File: config.mk
export PLATFORM = sky130hd
export DESIGN_NAME = bar_sync_ctrl
export DESIGN_NICKNAME = d
export VERILOG_FILES = /design/src/rtl/bar_pkg.sv /design/src/rtl/bar_decode.sv /design/src/rtl/bar_drain_mon.sv /design/src/rtl/bar_fsm.sv /design/src/rtl/bar_sync_ctrl.sv
export SDC_FILE = /design/constraint.sdc
export NUM_CORES = 1
export LEC_CHECK = 0
export BUFFER_PORTS_ARGS = -buffer_cell sky130_fd_sc_hd__buf_4
export CAP_MARGIN = 20
export CORE_AREA = 2 2 39 41
export CTS_CLUSTER_DIAMETER = 60
export DETAILED_ROUTE_END_ITERATION = 6
export DIE_AREA = 0 0 41 43
export SYNTH_ARGS = -nofsm -noshare
export SYNTH_HDL_FRONTEND = slang
export SYNTH_HIERARCHICAL = 1
export SYNTH_SLANG_ARGS = --single-unit
File: constraint.sdc
create_clock -name clk -period 3.8 [get_ports clk]
set_clock_uncertainty 0.1 [all_clocks]
set_input_delay 0.95 -clock clk [delete_from_list [all_inputs] [get_ports clk]]
set_output_delay 0.95 -clock clk [all_outputs]
set_load 0.05 [all_outputs]
File: src/rtl/bar_pkg.sv
package bar_pkg;
  localparam int OP_W = 3;

  typedef enum logic [2:0] {
    ST_IDLE,
    ST_DRAIN_EXEC,
    ST_DRAIN_MEM,
    ST_FLUSH,
    ST_DONE
  } bar_state_e;

  typedef enum logic [1:0] {
    BC_NONE,
    BC_MEM,
    BC_ISYNC
  } bar_class_e;

  // bit 2 marks a barrier; low bits 11 select instruction sync,
  // every other barrier encoding shares the memory path
  function automatic bar_class_e op_class(input logic [OP_W-1:0] op);
    if (!op[OP_W-1])           return BC_NONE;
    else if (op[1:0] == 2'b11) return BC_ISYNC;
    else                       return BC_MEM;
  endfunction

  function automatic logic cnt_is_zero(input logic [15:0] cnt);
    return cnt == '0;
  endfunction
endpackage

File: src/rtl/bar_decode.sv
module bar_decode
  import bar_pkg::*;
(
  input  logic            dec_valid,
  input  logic [OP_W-1:0] dec_op,
  input  logic            idle,
  output logic            accept,
  output bar_class_e      acc_class
);
  bar_class_e cls;

  always_comb begin
    cls       = op_class(dec_op);
    accept    = dec_valid && idle && (cls != BC_NONE);
    acc_class = cls;
  end
endmodule

File: src/rtl/bar_drain_mon.sv
module bar_drain_mon #(
  parameter int CNT_W = 4
) (
  input  logic [CNT_W-1:0] inflight_cnt,
  input  logic [CNT_W-1:0] mem_pend_cnt,
  input  logic             bus_ack,
  output logic             exec_clear,
  output logic             mem_clear
);
  localparam int PAD = 16 - CNT_W;

  always_comb begin
    exec_clear = bar_pkg::cnt_is_zero({{PAD{1'b0}}, inflight_cnt});
    mem_clear  = bar_pkg::cnt_is_zero({{PAD{1'b0}}, mem_pend_cnt}) && bus_ack;
  end
endmodule

File: src/rtl/bar_fsm.sv
module bar_fsm
  import bar_pkg::*;
(
  input  logic       clk,
  input  logic       rst_n,
  input  logic       accept,
  input  bar_class_e acc_class,
  input  logic       exec_clear,
  input  logic       mem_clear,
  output bar_state_e st,
  output bar_class_e cls_q,
  output logic       idle,
  output logic       pf_flush,
  output logic       done_q
);
  bar_state_e nxt;

  always_comb begin
    nxt = st;
    unique case (st)
      ST_IDLE:       if (accept) nxt = ST_DRAIN_EXEC;
      ST_DRAIN_EXEC: if (exec_clear)
                       nxt = (cls_q == BC_ISYNC) ? ST_FLUSH : ST_DRAIN_MEM;
      ST_DRAIN_MEM:  if (mem_clear) nxt = ST_DONE;
      ST_FLUSH:      nxt = ST_DONE;
      ST_DONE:       nxt = ST_IDLE;
      default:       nxt = ST_IDLE;
    endcase
  end

  always_ff @(posedge clk or negedge rst_n) begin
    if (!rst_n) begin
      st     <= ST_IDLE;
      cls_q  <= BC_NONE;
      done_q <= 1'b0;
    end else begin
      st     <= nxt;
      done_q <= (st == ST_DONE);
      if (accept) cls_q <= acc_class;
    end
  end

  assign idle     = (st == ST_IDLE);
  assign pf_flush = (st == ST_FLUSH);
endmodule

File: src/rtl/bar_sync_ctrl.sv
module bar_sync_ctrl
  import bar_pkg::*;
#(
  parameter int CNT_W = 4
) (
  input  logic             clk,
  input  logic             rst_n,
  input  logic             dec_valid,
  input  logic [2:0]       dec_op,
  output logic             dec_ready,
  input  logic [CNT_W-1:0] inflight_cnt,
  input  logic [CNT_W-1:0] mem_pend_cnt,
  input  logic             bus_ack,
  output logic             issue_stall,
  output logic             pf_flush,
  output logic             bar_done
);
  logic       accept;
  bar_class_e acc_class;
  logic       exec_clear;
  logic       mem_clear;
  bar_state_e st;
  bar_class_e cls_q;
  logic       idle;
  logic       busy;

  bar_decode u_dec (
    .dec_valid (dec_valid),
    .dec_op    (dec_op),
    .idle      (idle),
    .accept    (accept),
    .acc_class (acc_class)
  );

  bar_drain_mon #(.CNT_W(CNT_W)) u_mon (
    .inflight_cnt (inflight_cnt),
    .mem_pend_cnt (mem_pend_cnt),
    .bus_ack      (bus_ack),
    .exec_clear   (exec_clear),
    .mem_clear    (mem_clear)
  );

  bar_fsm u_fsm (
    .clk        (clk),
    .rst_n      (rst_n),
    .accept     (accept),
    .acc_class  (acc_class),
    .exec_clear (exec_clear),
    .mem_clear  (mem_clear),
    .st         (st),
    .cls_q      (cls_q),
    .idle       (idle),
    .pf_flush   (pf_flush),
    .done_q     (bar_done)
  );

  assign busy        = !idle;
  assign dec_ready   = idle;
  assign issue_stall = busy || accept;
endmodule

# ---- Yosys cells after proc, flatten, opt, wreduce, memory -nomap -nowiden
# Cells that the tools add are included.
# W data, S select, Z words.
dict set report totals {
  elab_cells 29
  input_bits 15
  output_inout_bits 4
  register_bits 6
}
dict set report classes {
  n_reduce_logical 10
  eq_ne 9
  mux 7
}
# op n
set ops {}
lappend ops {{$pmux W3 S4} 1}
lappend ops {{$mux W3} 3}
lappend ops {{$logic_not A4 Y1} 2}
lappend ops {{$eq A3 B2 Y1 const B} 2}
lappend ops {{$ne A2 B2 Y1 const B} 3}
lappend ops {{$eq A2 B2 Y1 const B} 2}
lappend ops {{$mux W2} 2}
lappend ops {{$eq A3 B1 Y1 const B} 1}
lappend ops {{$eq A3 B3 Y1 const B} 1}
lappend ops {{$logic_and A1 B1 Y1} 3}
lappend ops {{$logic_not A3 Y1} 1}
lappend ops {{$reduce_and A3 Y1} 1}
lappend ops {{$reduce_bool A2 Y1} 1}
lappend ops {{$logic_not A1 Y1} 1}
lappend ops {{$logic_or A1 B1 Y1} 1}
lappend ops {{$mux W1} 1}

# ---- Longest topological paths before layout
dict set report logic_depth {
  word_depth 7
  depth_mapped 4
  ltp_nobuf 4
}

# ---- Hierarchy
# Netlist, hierarchy kept.
# module area_per_inst_um2 seq_area_each_um2 cells_per_inst instances
set modules_own_cells {}
lappend modules_own_cells {bar_fsm 256.5 150.1 20 1}
lappend modules_own_cells {bar_decode 23.8 0.0 3 1}
lappend modules_own_cells {bar_drain_mon 18.8 0.0 3 1}
lappend modules_own_cells {bar_sync_ctrl 6.3 0.0 1 1}

# ---- Worst setup path before layout
# No wires, ideal clock.
dict set report synth_path {
  path_kind {reg2out}
  startpoint {register u_fsm.st[0]}
  endpoint {output port issue_stall}
  t_arrival_ns 2.424
  setup_slack_ns 0.326
  required_time_ns 2.750
  path_stages_with_launch 4
  path_buffers 0
  cell_sequence {dfrtp_1 > nor3_1 > and3_1 > nand2b_1}
}
dict set report synth_between {
  elab_chain_len 4
  elab_cells_between_ends 5
  classes_between {reduce/logical (5)}
}
# element line
set synth_lines {}
lappend synth_lines {{start: declaration} bar_fsm.sv:10} ;# output bar_state_e st,
lappend synth_lines {{start signal: assignment} bar_fsm.sv:37} ;# st <= nxt;
lappend synth_lines {{$logic_not A3 Y1} bar_fsm.sv:43} ;# assign idle = (st == ST_IDLE);
lappend synth_lines {{via dec_ready} bar_sync_ctrl.sv:10} ;# output logic dec_ready,
lappend synth_lines {{$logic_and A1 B1 Y1 (2 in series)} bar_decode.sv:14} ;# accept = dec_valid && idle && (cls != BC_NONE);
lappend synth_lines {{via accept} bar_sync_ctrl.sv:18} ;# logic accept;
lappend synth_lines {{$logic_or A1 B1 Y1} bar_sync_ctrl.sv:59} ;# assign issue_stall = busy || accept;
lappend synth_lines {{end: declaration} bar_sync_ctrl.sv:14} ;# output logic issue_stall,
# The timed path passes the listed nets, and every way through them passes these cells.

# ---- Worst setup path after layout
dict set report layout_path {
  startpoint {input port dec_valid}
  endpoint {output port issue_stall}
}
dict set report layout_between {
  elab_chain_len 3
}
# element line
set layout_lines {}
lappend layout_lines {{start: declaration} bar_sync_ctrl.sv:8} ;# input logic dec_valid,
lappend layout_lines {{$logic_and A1 B1 Y1 (2 in series)} bar_decode.sv:14}
lappend layout_lines {{via accept} bar_sync_ctrl.sv:18}
lappend layout_lines {{$logic_or A1 B1 Y1} bar_sync_ctrl.sv:59}
# The timed path passes the listed nets, and every way through them passes these cells.

==> flow_summary.ini <==
[layout]
mostFrequentLayoutCells = 18 x buf_4, 6 x dfrtp_1, 3 x clkbuf_4
num_antenna_cells = 0
design_area_um2 = 483
area_delta_synth_final_pct = 58.2
final_layout_size_suffix_gt1_share_pct = 56.3
layout_commonest_cell = buf_4
layout.nets = 65
post-route-util_pct = 34.9

[global_routing]
grt_busiest_layer = met2
met3_usage_pct = 1.57
first_global_vias = 333
grt_pass1_wl_um = 1310
use_met1_pct = 14.1
antenna_found_initial = 0
grt_remaining_overflow = 0
grtUsageMet2_pct = 15.6
grt_max_degree = 9
grt_usage_pct = 11.8

[synthesis]
synthesis.instances = 27
ys_types = 17
synth_largest_area_cell = dfrtp_1
ys_seq_area_share_pct = 49.2
syn_avg_cell_area_um2 = 11.3
yosys-top-cells-area = dfrtp_1 49%, mux2_2 7.4%, nor3b_1 4.9%
synth_area_um2 = 305
syn_nets = 42
yosysWarnings = 6
synth_top_area_share_pct = 49.2
synth-seq-cells = 6

[clock_tree]
cts_sinks = 6
cts_tree = built
cts_resized = 0
cts_setup_buffers = 0
clkSlewWorstSetupHoldPaths_ns = 0.05
cts.hold.buffers_added = 0
numCtsBuffers = 3
cts_max_level = 1
cts-root-buf = clkbuf_4
clockBufferDepth = 2
clock_latency_ns = 0.24

[timing]
fin_ws_ns = 1.15
fin_setup_tns_ns = 0
relSlewSlack_pct = 72.6
min_period_over_period_pct = 69.8
setup-violations-final = 0
slew_viol_final = 0
tightestPinTransition_ns = 0.407
rsz0062_at_grt = false
max_freq_mhz = 377
finalHoldViolCount = 0
min_period_ns = 2.65

[worst_setup_path]
worst_setup_path_start_kind = primary input
worst_ep_required_time_ns = 2.75
worstPathMaxFanout = 4
arrival_ns = 1.60
cp-end-kind = output port
critical_path_class = in2out

[drt]
routedWlPerCell_um = 10.8
drc = 0
drt-pass1-iter-count = 2
vias_per_cell = 4.55
drtAntennaViolNets = 0
drtIter0Drc = 2
routed_wl_um = 689
vias = 291

[placement]
place_congestion = 0.624
port-buffer-count = 18
place_ws_ns = 1.14
placed_cell_area_um2 = 460

[die]
placementRows = 14
die_h_um = 43
die_w_um = 41
start_util_pct = 22.1
core_region_area_um2 = 1380
ios = 19
dieArea_um2 = 1760

[flow_run]
maxCapViolations = 0

[power_and_ir_drop]
p_leak_uw = 0.000234
vdd_drop_max_uv = 151
powerDensity_nw_per_um2 = 597

[run_status]
status = finished, final reports clean

[hold_path]
worstHoldPathType = reg2reg
-- registers in the layout (all words and copies together), names as in the netlist --
name          count
u_fsm/st          3
u_fsm/cls_q       2
u_fsm/done_q      1
-- layer usage --
metal  vias to the layer above  share of wire, %  wire, um
met1                       134                42       292
met5                         -                 0         0
li1                        142                 -         -
met2                        13                48       333
met3                         2               6.4        44
met4                         0               2.8        19
-- final timing paths --
kind,startpoint,endpoint,slack [ns],cells past startpoint
hold / removal,u_fsm/cls_q[1]$_DFFE_PN0P_,u_fsm/cls_q[1]$_DFFE_PN0P_,0.40,1
setup reg to reg,u_fsm/st[0]$_DFFE_PN0P_,u_fsm/cls_q[0]$_DFFE_PN0P_,2.18,3
max in group asynchronous,rst_n,u_fsm/done_q$_DFF_PN0_,3.08,1
min in group asynchronous,rst_n,u_fsm/cls_q[1]$_DFFE_PN0P_,0.41,1
setup / recovery,dec_valid,issue_stall,1.15,4
hold reg to reg,u_fsm/cls_q[1]$_DFFE_PN0P_,u_fsm/cls_q[1]$_DFFE_PN0P_,0.40,1
-- critical path, cell delays in order --
cell      delay, ns
buf_4          0.10
and3_1         0.21
nand2b_1       0.15
buf_4          0.19
-- stage by stage --
| stage | hold slack (ns) | instances | power, uW |
|---|---|---|---|
| floorplan | 0.365 | 27 | 188 |
| global placement | 0.393 | 61 | 231 |
| detailed placement | 0.391 | 61 | 232 |
| CTS | 0.396 | 64 | 295 |
| global route | 0.396 | 64 | 311 |
| finish | 0.399 | 64 | 288 |
-- report_power, final --
part | leakage (uW) | switching [uW] | internal [uW]
clock network | 0.0000138 | 22.5 | 35.7
registers | 0.0000790 | 18.6 | 81.3
logic | 0.000141 | 75.8 | 54.4
-- cell usage after synthesis --
library cell and count:
a21oi_2 1, o221a_2 1, and2_1 1, nor2b_1 1
nand3b_1 1, mux2_2 2, nor3b_1 2, nor3_1 1
nand2b_1 1, nor4_1 2, dfrtp_1 6, and3_1 2
nand2_1 1, a21boi_2 1, nor2_1 2, or3b_1 1
and3b_2 1
-- layout make-up --
cell class / count / area, um2
fill: 151 / 901
tap: 16 / 20.0
clock buffer: 3 / 22.5
timing repair buffer: 18 / 135
sequential: 6 / 150
multi-input combinational: 21 / 155
-- logic make-up (layout without fill, tap and decap cells) --
kind of cell,after synthesis,after routing,synth area share (%)
flip-flops,6,6,49.2
AND/OR/NAND/NOR,16,16,33.2
multiplexers,2,2,7.38
AO/OA/AOI/OAI,3,3,10.2
buffers and inverters,0,21,0
Power figures use the tool's default switching activity.
